==> config.mk <==
export PLATFORM = sky130hd
export DESIGN_NAME = txdesc_close
export DESIGN_NICKNAME = d
export VERILOG_FILES = /design/src/rtl/txdesc_close_pkg.sv /design/src/rtl/txdesc_close_ctrl.sv /design/src/rtl/txdesc_close_dp.sv /design/src/rtl/txdesc_close.sv
export SDC_FILE = /design/constraint.sdc
export NUM_CORES = 1
export LEC_CHECK = 0
export CAP_MARGIN = 20
export CORE_ASPECT_RATIO = 2
export CORE_UTILIZATION = 39
export DETAILED_ROUTE_END_ITERATION = 7
export GPL_TIMING_DRIVEN = 0
export PLACE_DENSITY = 0.8
export SYNTH_ARGS = -nofsm -noshare
export SYNTH_HDL_FRONTEND = slang
export SYNTH_HIERARCHICAL = 1
export SYNTH_SLANG_ARGS = --single-unit
==> constraint.sdc <==
create_clock -name clk -period 2.15 [get_ports clk]
set_clock_uncertainty 0.1 [all_clocks]
set_input_delay 0.43 -clock clk [delete_from_list [all_inputs] [get_ports clk]]
set_output_delay 0.43 -clock clk [all_outputs]
set_load 0.1 [all_outputs]
==> src/rtl/txdesc_close_pkg.sv <==
package txdesc_close_pkg;
  localparam int WORD_W = 32;
  localparam int COLL_W = 4;
  localparam int EVT_W  = 14;

  // event vector bit meanings
  localparam int EV_TSTAMP = 13;

  // status word bit positions
  localparam int ST_CTX     = 30;
  localparam int ST_FIRST   = 29;
  localparam int ST_LAST    = 28;
  localparam int ST_DESCERR = 23;
  localparam int ST_TS      = 17;
  localparam int ST_SUMMARY = 15;
  localparam int ST_COLL_LO = 4;

  // word bit reached by each event, indexed by event number
  localparam int EV_POS [EVT_W] = '{0, 1, 2, 3, 8, 9, 10, 11, 12, 13, 14, 13, 16, 17};

  // bits feeding the summary error flag
  localparam logic [WORD_W-1:0] SUMMARY_MASK = 32'h0001_7F0D;

  typedef enum logic [0:0] {CS_IDLE, CS_WB} closeState_e;

  typedef struct packed {
    logic capture;
  } closeCtl_t;

  function automatic logic isMalformed(input logic [WORD_W-1:0] c);
    return (&c) || (c[ST_CTX] && c[ST_FIRST] && c[ST_LAST]);
  endfunction
endpackage

==> src/rtl/txdesc_close_ctrl.sv <==
module txdesc_close_ctrl
  import txdesc_close_pkg::*;
(
  input  logic      clk,
  input  logic      rstN,
  input  logic      pktDone,
  input  logic      wbAck,
  input  logic      irqArmed,
  output closeCtl_t ctl,
  output logic      wbReq,
  output logic      txIrq
);
  closeState_e state;

  always_comb begin
    ctl.capture = (state == CS_IDLE) && pktDone;
    wbReq       = (state == CS_WB);
  end

  always_ff @(posedge clk) begin
    if (!rstN) begin
      state <= CS_IDLE;
      txIrq <= 1'b0;
    end else begin
      txIrq <= (state == CS_WB) && wbAck && irqArmed;
      case (state)
        CS_IDLE: if (pktDone) state <= CS_WB;
        CS_WB:   if (wbAck)   state <= CS_IDLE;
        default: state <= CS_IDLE;
      endcase
    end
  end

  // request held until acknowledged
  a_r2_req_hold: assert property (@(posedge clk) disable iff (!rstN)
    wbReq && !wbAck |=> wbReq);

  // interrupt lasts one cycle
  a_r10_irq_single: assert property (@(posedge clk) disable iff (!rstN)
    txIrq |=> !txIrq);

  // interrupt only right after an accepted write-back
  a_r10_irq_after_ack: assert property (@(posedge clk) disable iff (!rstN)
    txIrq |-> $past(wbReq && wbAck));
endmodule

==> src/rtl/txdesc_close_dp.sv <==
module txdesc_close_dp
  import txdesc_close_pkg::*;
(
  input  logic              clk,
  input  logic              rstN,
  input  closeCtl_t         ctl,
  input  logic              pktStart,
  input  logic              firstIoc,
  input  logic [EVT_W-1:0]  evtIn,
  input  logic              collInc,
  input  logic              tsEnable,
  input  logic [WORD_W-1:0] descCtrl,
  output logic [WORD_W-1:0] wbWord,
  output logic              irqArmed
);
  logic [EVT_W-1:0]  sticky, nextEvt;
  logic [COLL_W-1:0] collCnt, baseColl, nextColl;
  logic              iocLatch, nextIoc;
  logic [WORD_W-1:0] raw, assembled;

  always_comb begin
    nextEvt  = (pktStart ? '0 : sticky) | evtIn;
    baseColl = pktStart ? '0 : collCnt;
    nextColl = (collInc && (baseColl != '1)) ? baseColl + 1'b1 : baseColl;
    nextIoc  = pktStart ? firstIoc : iocLatch;
  end

  always_comb begin
    raw = '0;
    for (int i = 0; i < EVT_W; i++) begin
      raw[EV_POS[i]] = raw[EV_POS[i]] | nextEvt[i];
    end
    raw[ST_TS]                   = nextEvt[EV_TSTAMP] & tsEnable;
    raw[ST_COLL_LO +: COLL_W]    = nextColl;
    raw[ST_SUMMARY]              = |(raw & SUMMARY_MASK);
    raw[ST_LAST]                 = 1'b1;
    raw[ST_FIRST]                = descCtrl[ST_FIRST];
    assembled = raw;
    if (isMalformed(descCtrl)) begin
      assembled              = '0;
      assembled[ST_DESCERR]  = 1'b1;
      assembled[ST_LAST]     = 1'b1;
    end
  end

  always_ff @(posedge clk) begin
    if (!rstN) begin
      sticky   <= '0;
      collCnt  <= '0;
      iocLatch <= 1'b0;
      wbWord   <= '0;
      irqArmed <= 1'b0;
    end else begin
      sticky   <= nextEvt;
      collCnt  <= nextColl;
      iocLatch <= nextIoc;
      if (ctl.capture) begin
        wbWord   <= assembled;
        irqArmed <= nextIoc;
      end
    end
  end

  // collision count saturates
  a_r8_coll_saturate: assert property (@(posedge clk) disable iff (!rstN)
    (collCnt == '1) && collInc && !pktStart |=> (collCnt == '1));

  // all-ones control word closes with error and last flags
  a_r9_malformed_close: assert property (@(posedge clk) disable iff (!rstN)
    ctl.capture && (&descCtrl) |=> wbWord[ST_DESCERR] && wbWord[ST_LAST]);
endmodule

==> src/rtl/txdesc_close.sv <==
module txdesc_close
  import txdesc_close_pkg::*;
(
  input  logic              clk,
  input  logic              rstN,
  input  logic              pktStart,
  input  logic              firstIoc,
  input  logic              pktDone,
  input  logic [WORD_W-1:0] descCtrl,
  input  logic [EVT_W-1:0]  evtIn,
  input  logic              collInc,
  input  logic              tsEnable,
  input  logic              wbAck,
  output logic              wbReq,
  output logic [WORD_W-1:0] wbData,
  output logic              txIrq
);
  closeCtl_t ctl;
  logic      irqArmed;

  txdesc_close_ctrl ctrl_i (
    .clk(clk), .rstN(rstN), .pktDone(pktDone), .wbAck(wbAck),
    .irqArmed(irqArmed), .ctl(ctl), .wbReq(wbReq), .txIrq(txIrq)
  );

  txdesc_close_dp dp_i (
    .clk(clk), .rstN(rstN), .ctl(ctl), .pktStart(pktStart), .firstIoc(firstIoc),
    .evtIn(evtIn), .collInc(collInc), .tsEnable(tsEnable), .descCtrl(descCtrl),
    .wbWord(wbData), .irqArmed(irqArmed)
  );

  // word frozen while the request is pending
  a_r11_word_stable: assert property (@(posedge clk) disable iff (!rstN)
    wbReq && $past(wbReq) |-> $stable(wbData));
endmodule

==> metrics.md, run 1 <==
| Metric | Value |
|---|---|
| Design area | `2300 um^2` |
| Die H | `94.5 um` |
| Pre-CTS WS | `-102 ps` |
| CP Buf/Inv Count | `1` |
| CTS hold repair buffers | `0` |
| Die area | `around 4600 um^2` |
| Mapped Cells | `170` |
| Post-route DRC | `0` |
| RePlAce Congestion | `0.806` |
| Core Area | `just over 4000 um^2` |
| Slew HR | `0.359` |
| Leakage power total | `1.03 nW` |
| Setup CP Type | `reg2out` |
| Async SR Flop Fraction | `0` |
| Setup repair after global routing missed its margin | `no` |
| Post-synth EDFFs | `0` |
| Hold crit path type | `reg2reg` |
| Vias per cell | `4.75` |
| Clock buffer count from CTS | `5` |
| Power density cells | `833 nW/um^2` |
| GR Util All Layers | `0.184` |
| CTS Root Buffer Type | `clkbuf_8` |
| First-pass GRT wire length | `5.80 mm` |
| Pwr Total | `1.92 mW` |
| Largest delay share family, worst path | `buffers and inverters` |
| Worst setup SP type | `register` |
| Synthesized area | `between 1500 and 2000 um^2` |
| Share of post-route cells with drive strength above 1 | `0.150` |
| Top-count cell post-synth | `dfxtp_1` |
| Post-synth top flop | `dfxtp_1` |
| CP max stage cell | `dlygate4sd2_1` |
| CTS tree | `yes` |
| Post-Route WL | `3.59 mm` |
| Detailed Routing Iterations Pass 1 | `4` |
| Setup slack, reg-to-reg | `roughly 500 ps` |
| Critical-path cell list | `dlygate4sd2_1` |
| Largest cells by area after synthesis | `dfxtp_1 (52%), nor2b_1 (7.1%), a21oi_1 (5.1%)` |
| Status | `finished, final reports clean` |
| GR Util met3 | `0.0535` |
| Seq/Total Area, Yosys | `0.516` |
| Initial antenna violation count | `0` |
| Initial core utilization | `0.408` |
| Dpl hpwl | `between 2 and 3 mm` |
| Clk_lat worst skew | `roughly 300 ps` |
| Fmax achieved | `0.487 GHz` |
| Clk buf depth | `2` |
| Die width | `48.3 um` |
| GR peak layer | `met2` |
| GR Layer Usage met1 | `0.189` |
| Largest stage delay, worst path | `around 870 ps` |
| Largest net degree at the start of global routing | `13` |
| Synthesis-to-finish area growth | `38.0%` |
| # diodes | `0` |
| Post-DRT Antenna Nets | `0` |
| Input/output buffers | `46` |
| Min cycle time layout | `2050 ps` |
| Hold Fails Final Rpt | `0` |
| Starting DRT DRC Count | `22` |
| Synth top area share | `0.516` |
| Global-route met2 utilization | `0.308` |
| Grt total ovfl | `0` |
| CP Data Required Time | `1620 ps` |
| Placed Area | `2230 um^2` |
| NumNets Final | `288` |
| Worst slew pin tran | `966 ps` |
| Crit share post-route | `0.955` |
| Crit path DAT | `1520 ps` |
| Largest area contributor in the netlist | `dfxtp_1` |
| Clock slew seen by the registers of the worst setup and hold paths | `80 ps` |
| Distinct cells, synth | `36` |
| # rows | `33` |
| Final cell utilization of the core | `0.564` |
| Sink Count | `43` |
| WHS | `345 ps` |
| Syn avg cell area | `9.82 um^2` |
| Final Max Slew Viols | `0` |
| I/O pin count | `88` |
| Commonest cells in the synthesized netlist | `dfxtp_1 (43), nor2b_1 (19), a21oi_1 (17)` |
| Yosys warnings | `6` |
| Max-cap violation count | `0` |
| Register bit total from synthesis | `43` |
| Worst IR drop on VDD | `about 0.62 mV` |
| Final Setup Violations | `0` |
| H-tree lvl count | `2` |
| Critical Path End Type | `output port` |
| Vias in the first global route | `1,319` |
| Wirelength per Cell | `12.6 um` |
| Via count | `about 1,400` |
| Setup WS post-layout | `96.8 ps` |
| Crit-path max FO | `2` |
## power by group
| group | total [mW] | switching (mW) | leakage [nW] | internal [mW] |
|---|---|---|---|---|
| logic | 0.490 | 0.363 | 0.620 | 0.127 |
| clock network | 0.560 | 0.267 | 0.0515 | 0.293 |
| registers | 0.869 | 0.0235 | 0.355 | 0.845 |
## area by class of cell
class	count	area, um^2
multi-input combinational	116	689
clock buffer	8	100
fill	367	1780
tap	52	65.1
inverter	3	11.3
buffer	18	145
timing repair buffer	46	432
sequential	43	861
## timing repair
action	CTS	global route
resized for setup	23	0
setup buffers	0	0
setup endpoints to repair	23	0
hold endpoints to repair	0	0
## layer usage
metal	wire (um)	up-vias	part of all wire
met5	0	-	0
met4	98	0	0.027
met3	218	7	0.061
met2	1890	47	0.53
met1	1380	620	0.38
li1	-	684	-
## cell families after synthesis
family,after synthesis,share of synthesized area
XOR/XNOR,1,0.00525
multiplexers,2,0.0120
other,1,0.00225
AND/OR/NAND/NOR,57,0.193
flip-flops,43,0.516
buffers and inverters,21,0.0937
AO/OA/AOI/OAI,44,0.171
adder cells (fa/ha/maj),1,0.00750
## sequential cells by signal, summed over array words and instances (netlist names)
signal,count
ctrl_i/txIrq,1
ctrl_i/wbReq,1
dp_i/collCnt,4
dp_i/iocLatch,1
dp_i/irqArmed,1
dp_i/sticky,14
dp_i/wbWord,21
## cell usage in the layout (no fill, tap or decap), drive strengths merged, types with 2 or more instances in the layout
master,Yosys,routed
buf,14,14
nor3,2,2
nor4,4,4
clkdlybuf4s50,0,23
dlygate4sd2,0,23
inv,3,3
nand2,17,17
conb,1,11
nor2b,19,19
mux2i,2,2
nand4,2,2
a22o,5,5
clkbuf,4,12
and2,3,3
a21oi,17,17
and2b,3,3
dfxtp,43,43
nor2,4,4
o21a,2,2
o21ai,15,15
## through the flow
step / std cells / TNS [ps]
2_1_floorplan: 180 / 0
3_3_place_gp: 278 / -703
3_5_place_dp: 278 / -1090
4_1_cts: 286 / 0
5_1_grt: 286 / 0
6_report: 286 / 0
## final timing paths
kind         cells past startpoint                     endpoint                    startpoint
max                              1                   wbData[13]  dp_i/wbWord[13]$_SDFFE_PN0P_
min                              2  dp_i/wbWord[9]$_SDFFE_PN0P_   dp_i/wbWord[9]$_SDFFE_PN0P_
max reg2reg                      6  dp_i/wbWord[3]$_SDFFE_PN0P_       ctrl_i/wbReq$_SDFF_PN0_
min reg2reg                      2  dp_i/wbWord[9]$_SDFFE_PN0P_   dp_i/wbWord[9]$_SDFFE_PN0P_
Note: power is estimated with default switching activity, not from simulation.
==> run 2, diff against run 1 <==
Settings changed: MAX_ROUTING_LAYER set to met4.
Clock period 2.15 ns to 2.25 ns, I/O delays scaled along.
==> metrics.md, run 2 (synthesis results as in run 1) <==
| Metric | Value |
|---|---|
| CP Buf/Inv Count | `1` |
| Core Area | `4090 um^2` |
| CTS Root Buffer Type | `clkbuf_8` |
| Pwr Total | `1.83 mW` |
| Internal power | `~1.2 mW` |
| Filler instances | `about 370` |
| Share of post-route cells with drive strength above 1 | `0.150` |
| Clk buf depth | `2` |
| Design area | `2300 um^2` |
| Worst r2r path cells | `6` |
| Status | `finished, final reports clean` |
| Detailed Routing Iterations Pass 1 | `4` |
| Register area | `861 um^2` |
| # resized after CTS | `23` |
| Worst slew pin tran | `around 970 ps` |
| CP max stage cell | `dlygate4sd2_1` |
| Final Setup Violations | `0` |
| Die width | `48.3 um` |
| H-tree lvl count | `2` |
| Input/output buffers | `between 40 and 50` |
| Power density cells | `795 nW/um^2` |
| Sw Share | `0.340` |
| Logic pwr share | `0.256` |
| Max reg flops | `21` |
| Fmax achieved | `a little under 0.5 GHz` |
| Most flop-heavy register | `dp_i/wbWord` |
| Sink Count | `43` |
| Post-DRT Antenna Nets | `0` |
| Critical-path cell list | `dlygate4sd2_1` |
| Initial core utilization | `0.408` |
| RePlAce Congestion | `about 0.82` |
| Dpl hpwl | `roughly 2.7 mm` |
| Area of the multi-input gates | `689 um^2` |
| NumNets Final | `288` |
| Slew HR | `0.359` |
| Crit path DAT | `1520 ps` |
| Placed Area | `2230 um^2` |
| Max-cap violation count | `0` |
| Clk_lat worst skew | `roughly 300 ps` |
| Via count | `between 1,000 and 1,500` |
| Vias per cell | `4.73` |
| Commonest non-fill, non-tap cell in the layout | `dfxtp_1` |
| Starting DRT DRC Count | `50` |
| Largest regs | `dp_i/wbWord x21, dp_i/sticky x14, dp_i/collCnt x4` |
| Worst setup SP type | `register` |
| Clk pwr share | `0.291` |
| Grt total ovfl | `0` |
| Die area | `4560 um^2` |
| Wirelength per Cell | `around 13 um` |
| CTS tree | `yes` |
| Setup TNS | `0 ps` |
| Clock slew seen by the registers of the worst setup and hold paths | `80 ps` |
| Vias in the first global route | `between 1,000 and 1,500` |
| P_sw | `0.622 mW` |
| Min cycle time layout | `between 2000 and 2500 ps` |
| Largest stage delay, worst path | `870 ps` |
| Worst IR drop on VDD | `a little under 0.6 mV` |
| Synthesis-to-finish area growth | `38.0%` |
| Die H | `approximately 95 um` |
| I/O pin count | `88` |
| # rows | `33` |
| Hold depth | `2` |
| Post-route DRC | `0` |
| Hold crit path type | `reg2reg` |
| Leakage power total | `1.03 nW` |
| Crit share post-route | `0.920` |
| Critical path depth in cells | `1` |
| Initial antenna violation count | `0` |
| Setup CP Type | `reg2out` |
| CP Data Required Time | `between 1500 and 2000 ps` |
| Inst Count DP | `278` |
| WHS | `~350 ps` |
| Largest net degree at the start of global routing | `13` |
| Post-CTS setup repair buffer count | `0` |
| Setup repair after global routing missed its margin | `no` |
| # diodes | `0` |
| Final Max Slew Viols | `0` |
| Critical Path End Type | `output port` |
| Largest delay share family, worst path | `buffers and inverters` |
| Hold Fails Final Rpt | `0` |
| Crit-path max FO | `2` |
| Most frequent cells in the layout | `dfxtp_1 (43), clkdlybuf4s50_1 (23), dlygate4sd2_1 (23)` |
| CTS hold repair buffers | `0` |
| Flop pwr share | `0.453` |
| Non-Filler Instances | `286` |
| GR Util All Layers | `0.189` |
| Post-Route WL | `3.58 mm` |
| First-pass GRT wire length | `5.80 mm` |
| Clock buffer count from CTS | `5` |
run 2: power groups by stage:
stage / sequential (mW) / clock [mW] / combinational, mW
2_1_floorplan: 1.03 / 0 / 0.185
3_3_place_gp: 0.847 / 0 / 0.484
3_5_place_dp: 0.848 / 0 / 0.488
4_1_cts: 0.830 / 0.546 / 0.471
5_1_grt: 0.836 / 0.583 / 0.493
6_report: 0.830 / 0.533 / 0.468
run 2: layout make-up:
cell class / instances / share of cell area
Inverter: 3 / 0.00489
Tap cell: 52 / 0.0282
Buffer: 18 / 0.0630
Multi-Input combinational cell: 116 / 0.299
Timing Repair Buffer: 46 / 0.187
Clock buffer: 8 / 0.0435
Sequential cell: 43 / 0.374
run 2: final timing paths:
kind / slack (ps) / end / start
worst max-delay path: 180 / wbData[13] / dp_i/wbWord[13]$_SDFFE_PN0P_
worst min register to register: 350 / dp_i/wbWord[9]$_SDFFE_PN0P_ / dp_i/wbWord[9]$_SDFFE_PN0P_
worst min-delay path: 350 / dp_i/wbWord[9]$_SDFFE_PN0P_ / dp_i/wbWord[9]$_SDFFE_PN0P_
worst max register to register: 600 / dp_i/wbWord[3]$_SDFFE_PN0P_ / ctrl_i/wbReq$_SDFF_PN0_
run 2: metrics by stage:
| step | setup slack, ps | util |
|---|---|---|
| after detailed placement | -22.0 | 0.546 |
| after global placement | 1.62 | 0.546 |
| after global routing | 131 | 0.564 |
| after floorplan | 205 | - |
| final | 180 | 0.564 |
| after CTS | 164 | 0.564 |
run 2: per-layer routing:
metal	GRT usage	vias up	share of wire
met4	0.106	0	0.027
met1	0.189	615	0.38
met2	0.308	47	0.53
li1	-	684	-
met5	-	-	0
met3	0.0535	7	0.063
